===== src/rtl/wdk_pkg.sv =====
package wdk_pkg;

    localparam int unsigned DATA_W = 32;
    localparam int unsigned LEN_LSB = 5;
    localparam int unsigned LEN_W = DATA_W - LEN_LSB;

    localparam logic [7:0] OFS_MODE  = 8'h00;
    localparam logic [7:0] OFS_LEN   = 8'h04;
    localparam logic [7:0] OFS_KICK  = 8'h08;
    localparam logic [7:0] OFS_STAT  = 8'h0C;
    localparam logic [7:0] OFS_SWRST = 8'h14;

    localparam logic [7:0]         MODE_KEY  = 8'h22;
    localparam logic [LEN_LSB-1:0] LEN_KEY   = 5'h08;
    localparam logic [DATA_W-1:0]  KICK_KEY  = 32'h0000_1971;
    localparam logic [DATA_W-1:0]  SWRST_KEY = 32'h0000_1209;

    // field order matches the mode register bits [3:0]
    typedef struct packed {
        logic irq_en;
        logic pin_en;
        logic pin_low;
        logic run;
    } mode_t;

    // field order matches status bits [31:30]
    typedef struct packed {
        logic by_timeout;
        logic by_software;
    } cause_t;

endpackage


===== src/rtl/wdk_regs.sv =====
module wdk_regs
    import wdk_pkg::*;
#(
    parameter int unsigned ADDR_W = 8
) (
    input  logic                clk,
    input  logic                rst_n,
    input  logic                wr_en,
    input  logic [ADDR_W-1:0]   addr,
    input  logic [DATA_W-1:0]   wdata,
    input  logic                tmo_evt,
    output mode_t               mode,
    output logic [LEN_W-1:0]    len,
    output logic                kick,
    output logic                swrst,
    output cause_t              cause,
    output logic [DATA_W-1:0]   rdata
);

    typedef struct packed {
        mode_t             mode;
        logic [LEN_W-1:0]  len;
        cause_t            cause;
    } regs_t;

    regs_t q, d;
    logic  sel_mode, sel_len, sel_kick, sel_stat, sel_swrst;
    logic  hit_mode, hit_len;

    always_comb begin
        sel_mode  = (addr == ADDR_W'(OFS_MODE));
        sel_len   = (addr == ADDR_W'(OFS_LEN));
        sel_kick  = (addr == ADDR_W'(OFS_KICK));
        sel_stat  = (addr == ADDR_W'(OFS_STAT));
        sel_swrst = (addr == ADDR_W'(OFS_SWRST));

        hit_mode = wr_en && sel_mode && (wdata[DATA_W-1 -: 8] == MODE_KEY);
        hit_len  = wr_en && sel_len  && (wdata[LEN_LSB-1:0] == LEN_KEY);
        kick     = wr_en && sel_kick  && (wdata == KICK_KEY);
        swrst    = wr_en && sel_swrst && (wdata == SWRST_KEY);

        d = q;
        if (hit_mode) begin
            d.mode  = mode_t'(wdata[3:0]);
            d.cause = '0;
        end
        if (hit_len) begin
            d.len = wdata[DATA_W-1:LEN_LSB];
        end
        if (tmo_evt) begin
            d.cause.by_timeout = 1'b1;
        end
        if (swrst) begin
            d.cause.by_software = 1'b1;
        end

        if (sel_mode) begin
            rdata = {{(DATA_W-4){1'b0}}, q.mode};
        end else if (sel_len) begin
            rdata = {q.len, {LEN_LSB{1'b0}}};
        end else if (sel_stat) begin
            rdata = {q.cause, {(DATA_W-2){1'b0}}};
        end else begin
            rdata = '0;
        end

        mode  = q.mode;
        len   = q.len;
        cause = q.cause;
    end

    always_ff @(posedge clk or negedge rst_n) begin
        if (!rst_n) begin
            q.mode  <= '0;
            q.len   <= '1;
            q.cause <= '0;
        end else begin
            q <= d;
        end
    end

    a_r2_bad_mode_key: assert property (@(posedge clk) disable iff (!rst_n)
        (wr_en && sel_mode && (wdata[DATA_W-1 -: 8] != MODE_KEY)) |=> $stable(q.mode));

    a_r3_bad_len_key: assert property (@(posedge clk) disable iff (!rst_n)
        (wr_en && sel_len && (wdata[LEN_LSB-1:0] != LEN_KEY)) |=> $stable(q.len));

    a_r9_sw_flag: assert property (@(posedge clk) disable iff (!rst_n)
        swrst |=> q.cause.by_software);

    a_r10_status_clear: assert property (@(posedge clk) disable iff (!rst_n)
        (hit_mode && !tmo_evt && !swrst) |=> (q.cause == '0));

endmodule


===== src/rtl/wdk_counter.sv =====
module wdk_counter
    import wdk_pkg::*;
#(
    parameter int unsigned PRESCALE = 512
) (
    input  logic               clk,
    input  logic               rst_n,
    input  logic               run,
    input  logic               kick,
    input  logic [LEN_W-1:0]   len,
    output logic               expire
);

    localparam int unsigned PRE_W = (PRESCALE > 1) ? $clog2(PRESCALE) : 1;
    localparam logic [PRE_W-1:0] PRE_LAST = PRE_W'(PRESCALE - 1);

    typedef struct packed {
        logic [LEN_W-1:0] cnt;
        logic [PRE_W-1:0] pre;
    } cnt_t;

    cnt_t q, d;

    always_comb begin
        d      = q;
        expire = 1'b0;
        if (kick) begin
            d.cnt = len;
            d.pre = '0;
        end else if (run) begin
            if (q.pre == PRE_LAST) begin
                d.pre = '0;
                if (q.cnt <= LEN_W'(1)) begin
                    expire = 1'b1;
                    d.cnt  = len;
                end else begin
                    d.cnt = q.cnt - LEN_W'(1);
                end
            end else begin
                d.pre = q.pre + PRE_W'(1);
            end
        end
    end

    always_ff @(posedge clk or negedge rst_n) begin
        if (!rst_n) begin
            q.cnt <= '1;
            q.pre <= '0;
        end else begin
            q <= d;
        end
    end

    a_r8_frozen_when_off: assert property (@(posedge clk) disable iff (!rst_n)
        (!run && !kick) |=> ($stable(q.cnt) && $stable(q.pre)));

    a_r7_kick_reload: assert property (@(posedge clk) disable iff (!rst_n)
        kick |=> ((q.cnt == $past(len)) && (q.pre == '0)));

    a_r13_no_live_len: assert property (@(posedge clk) disable iff (!rst_n)
        (!kick && !expire) |=> (q.cnt <= $past(q.cnt)));

endmodule


===== src/rtl/wdk_pulse.sv =====
module wdk_pulse #(
    parameter int unsigned PULSE_LEN = 16
) (
    input  logic clk,
    input  logic rst_n,
    input  logic fire,
    input  logic pin_en,
    input  logic pin_low,
    output logic sys_rst,
    output logic ext_rst_pin
);

    localparam int unsigned PW = $clog2(PULSE_LEN + 1);

    typedef struct packed {
        logic [PW-1:0] left;
    } pulse_t;

    pulse_t q, d;

    always_comb begin
        d = q;
        if (fire) begin
            d.left = PW'(PULSE_LEN);
        end else if (q.left != '0) begin
            d.left = q.left - PW'(1);
        end
        sys_rst     = (q.left != '0);
        ext_rst_pin = (pin_en & sys_rst) ^ pin_low;
    end

    always_ff @(posedge clk or negedge rst_n) begin
        if (!rst_n) begin
            q.left <= '0;
        end else begin
            q <= d;
        end
    end

    a_r5_fire_asserts: assert property (@(posedge clk) disable iff (!rst_n)
        fire |=> sys_rst);

    a_r5_shrinks: assert property (@(posedge clk) disable iff (!rst_n)
        (sys_rst && !fire) |=> (q.left < $past(q.left)));

    a_r5_bounded: assert property (@(posedge clk) disable iff (!rst_n)
        q.left <= PW'(PULSE_LEN));

endmodule


===== src/rtl/keyed_watchdog.sv =====
module keyed_watchdog
    import wdk_pkg::*;
#(
    parameter int unsigned ADDR_W    = 8,
    parameter int unsigned PRESCALE  = 512,
    parameter int unsigned PULSE_LEN = 16
) (
    input  logic               clk,
    input  logic               rst_n,
    input  logic               wr_en,
    input  logic [ADDR_W-1:0]  addr,
    input  logic [31:0]        wdata,
    output logic [31:0]        rdata,
    output logic               sys_rst,
    output logic               ext_rst_pin,
    output logic               irq
);

    mode_t            mode;
    cause_t           cause;
    logic [LEN_W-1:0] len;
    logic             kick, swrst, expire;

    wdk_regs #(.ADDR_W(ADDR_W)) u_regs (
        .clk     (clk),
        .rst_n   (rst_n),
        .wr_en   (wr_en),
        .addr    (addr),
        .wdata   (wdata),
        .tmo_evt (expire),
        .mode    (mode),
        .len     (len),
        .kick    (kick),
        .swrst   (swrst),
        .cause   (cause),
        .rdata   (rdata)
    );

    wdk_counter #(.PRESCALE(PRESCALE)) u_counter (
        .clk    (clk),
        .rst_n  (rst_n),
        .run    (mode.run),
        .kick   (kick),
        .len    (len),
        .expire (expire)
    );

    wdk_pulse #(.PULSE_LEN(PULSE_LEN)) u_pulse (
        .clk         (clk),
        .rst_n       (rst_n),
        .fire        (expire | swrst),
        .pin_en      (mode.pin_en),
        .pin_low     (mode.pin_low),
        .sys_rst     (sys_rst),
        .ext_rst_pin (ext_rst_pin)
    );

    assign irq = mode.irq_en & (|cause);

    a_r6_expiry_flag: assert property (@(posedge clk) disable iff (!rst_n)
        expire |=> (cause.by_timeout && sys_rst));

    a_r8_no_expiry_off: assert property (@(posedge clk) disable iff (!rst_n)
        (!mode.run && !swrst && !sys_rst) |=> !sys_rst);

endmodule


===== config.mk =====
export PLATFORM = sky130hd
export DESIGN_NAME = keyed_watchdog
export DESIGN_NICKNAME = d
export VERILOG_FILES = /design/src/rtl/wdk_pkg.sv /design/src/rtl/wdk_regs.sv /design/src/rtl/wdk_counter.sv /design/src/rtl/wdk_pulse.sv /design/src/rtl/keyed_watchdog.sv
export SDC_FILE = /design/constraint.sdc
export NUM_CORES = 1
export LEC_CHECK = 0
export ABC_AREA = 0
export CAP_MARGIN = 10
export CORE_ASPECT_RATIO = 1.75
export CORE_MARGIN = 3
export CORE_UTILIZATION = 54
export DETAILED_ROUTE_END_ITERATION = 10
export HOLD_SLACK_MARGIN = 0.15
export PLACE_DENSITY_LB_ADDON = 0.08
export REMOVE_ABC_BUFFERS = 1
export SETUP_SLACK_MARGIN = 0.5
export SLEW_MARGIN = 30
export SYNTH_ARGS = -nofsm -noshare
export SYNTH_HDL_FRONTEND = slang
export SYNTH_SLANG_ARGS = --single-unit

===== constraint.sdc =====
create_clock -name clk -period 3.1 [get_ports clk]
set_input_delay 0.62 -clock clk [delete_from_list [all_inputs] [get_ports clk]]
set_output_delay 0.62 -clock clk [all_outputs]
set_load 0.02 [all_outputs]

==> results.yml <==
setup_path:
  cp_slowest_stage_delay_ns: 0.52
  crit_arrival_ns: 2.87
  crit_buf_inv: 1
  path_delay_family: "simple AND/OR/NAND/NOR gates"
  worstReg2RegEnd: "u_counter.q[14]"
  r2r_setup_slack_ns: 0.64
  crit_type: "primary input to register"
  cp_max_fo: 3
  worstRegToRegCells: 7
  cp-end-kind: "register"
  reg2reg_from: "u_counter.q[9]"
  worst_setup_path_start_kind: "primary input"
  required_ns: 3.31
  cp_slowest_cell: "clkdlybuf4s50_1"
  crit_path_cell_trace: "clkdlybuf4s50_1 > nand4b_1 > or3_4 > or4_4 > a31o_1 > or3b_1"
timing:
  fin_crit_ns: 2.66
  finalSetupViolations: 0
  relSlewSlack_pct: 50.9
  fmax_mhz: 375
  finalMaxSlewViolations: 0
  skew_ns: 0.00413
  rsz0062_at_grt: "yes"
  period_share_pct: 85.9
  hold_viol: 0
  worstMarginPinSlew_ns: 0.735
  holdWs_ns: 0.351
cells_and_area:
  area_delta_synth_final_pct: 35.8
  drive_above_1_share_pct: 42.2
  layout.cells.most_common: "dfstp_2"
  nNetsFinal: 632
  diodes: 0
  fin_util_pct: 76.4
  layout_common_cells: "54 x dfstp_2, 49 x buf_4, 46 x nor2_1"
  n_fill_cell: 571
  final_cells: 678
routing:
  num_vias: 4308
  drtPass1Iterations: 5
  wl_mm: 13.8
  detail_route.wl_per_cell_um: 20.4
  drtIter0Drc: 429
  drc: 0
  vias_per_cell: 6.35
  ant_nets: 0
placement:
  place.gp.congestion: 0.933
  dpl.cell_count: 653
  portBuffers: 76
  dp_hpwl_mm: 10.1
floorplan:
  ios: 78
  die_w_um: 75.1
  dieArea_mm2: 0.00953
  rows: 43
  core-area_mm2: 0.00802
  initial_core_util_pct: 56.3
  die_h_um: 127
global_routing:
  track_usage_pct: 30.6
  grt_pass1_vias: 4436
  antenna_found_initial: 0
  grt_max_degree: 32
  overflow: 0
  grt_pass1_wl_mm: 22.2
yosys:
  ys.flop_type: "dfstp_2"
  synth-compound-area-share_pct: 12.4
  synth-seq-area-share_pct: 42.5
  synth_xor_area_share_pct: 2.33
  netlist_area_mm2: 0.00451
  synth_edf_count: 0
  synthTopCellsByArea: "dfstp_2 31%, dfrtp_1 11%, mux2_2 8.5%, and2_1 4.3%, nor2_1 4.1%"
  syn_avg_cell_area_um2: 9.71
  ys_types: 59
  synth.area.mux_share_pct: 10.0
  yosysTopAreaCell: "dfstp_2"
  synth_warnings: 0
  syn_inst: 465
  synth_top_family_by_area: "simple AND/OR/NAND/NOR gates"
  ys_ff_latch: 74
  synth_fa_ha_area_share_pct: 1.66
  synthSimpleGateAreaFrac_pct: 27.8
  synth_top_area_share_pct: 31.4
  ys_async_sr_fraction_pct: 100
power_and_ir_drop:
  power_leakage_nw: 2.88
  powerDensity_mw_per_mm2: 388
  p_total_mw: 2.37
  ir_drop_mv: 0.292
clock_tree:
  cts_tree: "done"
  cts_buffers: 9
  htreeDepth: 3
  max-clock-path-buffers: 2
  cts.sinks: 74
  clk_latency_ns: 0.33
  root_buffer: "clkbuf_16"
  path_clk_slew_ns: 0.06
hold_path:
  hold_path.class: "primary input to asynchronous set/reset pin"
flow_run:
  drv_cap: 0
outcome:
  status: "finished, final reports clean"
cells by family (layout without fill, tap and decap cells):
logic type	after synthesis	after routing
AND/OR/NAND/NOR	221	221
flip-flops	74	74
AO/OA/AOI/OAI	73	73
multiplexers	41	41
buffers and inverters	37	160
XOR/XNOR	12	12
adder cells (fa/ha/maj)	6	6
other	1	1
area by class of cell:
| cell class | count | area, um2 | share of cell area (%) |
|---|---|---|---|
| clock buffer | 10 | 239 | 3.90 |
| clock inverter | 6 | 90.1 | 1.47 |
| inverter | 10 | 37.5 | 0.613 |
| multi-input combinational | 354 | 2600 | 42.4 |
| sequential | 74 | 1920 | 31.3 |
| tap | 90 | 113 | 1.84 |
| timing repair buffer | 134 | 1130 | 18.4 |
power by group:
part	switching [mW]	total, mW	internal, mW
clock	0.416	1.14	0.726
combinational	0.0853	0.179	0.0941
sequential	0.0442	1.05	1.01
how the worst max path moves through the flow:
stage                    from       endpoint  slack [ns]  cells past startpoint
finish               wdata[8]   u_pulse.q[4]        0.44                      6
global route         wdata[9]   u_pulse.q[4]        0.39                      6
CTS                 wdata[13]   u_pulse.q[4]        0.38                      6
detailed placement   wdata[7]   u_pulse.q[4]       -0.34                      6
global placement     wdata[7]   u_pulse.q[4]       -0.28                      6
floorplan             addr[1]  u_regs.len[0]       -0.28                      5
state kept, by name, indices dropped and copies added (netlist names):
signal / flops
u_regs.cause: 2
u_counter.q: 36
u_regs.len: 27
u_pulse.q: 5
u_regs.mode: 4
synth_stat cells (4+ instances only):
| cell | instances |
|---|---|
| nand4b_1 | 7 |
| nand2_1 | 17 |
| nand4_1 | 13 |
| xor2_1 | 5 |
| a31o_2 | 6 |
| inv_1 | 10 |
| ha_1 | 6 |
| clkbuf_1 | 23 |
| or3_1 | 11 |
| and2_1 | 31 |
| xnor2_1 | 7 |
| or4_1 | 10 |
| nand3_1 | 12 |
| nor4_1 | 12 |
| o21ai_0 | 6 |
| o221ai_1 | 4 |
| dfrtp_1 | 20 |
| mux2i_1 | 7 |
| a31oi_1 | 4 |
| nor3_1 | 24 |
| a21oi_1 | 12 |
| mux2_2 | 34 |
| and3_1 | 10 |
| dfstp_2 | 54 |
| a2bb2oi_1 | 13 |
| o22a_1 | 5 |
| a211o_1 | 4 |
| nor2_1 | 49 |
per-layer routing:
| layer | part of all wire [%] | up-vias | wire [um] | track usage, % |
|---|---|---|---|---|
| met5 | 0 | - | 0 | 0 |
| met4 | 4.2 | 0 | 587 | 14.7 |
| met3 | 3.5 | 46 | 480 | 4.60 |
| met2 | 54 | 155 | 7510 | 53.5 |
| met1 | 38 | 2141 | 5270 | 34.9 |
| li1 | - | 1966 | - | - |
per-stage QoR:
stage / setup TNS [ns] / instance area [um2] / setup slack [ns]
finish: 0 / 6130 / 0.437
CTS: 0 / 5990 / 0.384
detailed placement: -9.17 / 5650 / -0.345
global route: 0 / 6130 / 0.392
global placement: -5.42 / 5650 / -0.280
floorplan: -8.23 / 4410 / -0.278
what timing repair did:
action | CTS | global route
cloned | 1 | 0
pin swaps | 15 | 20
setup buffers | 4 | 4
hold buffers | 0 | 0
endpoints found under the setup margin | 76 | 53
resized for setup | 193 | 64
No activity file was read; power rests on OpenSTA's default activity.
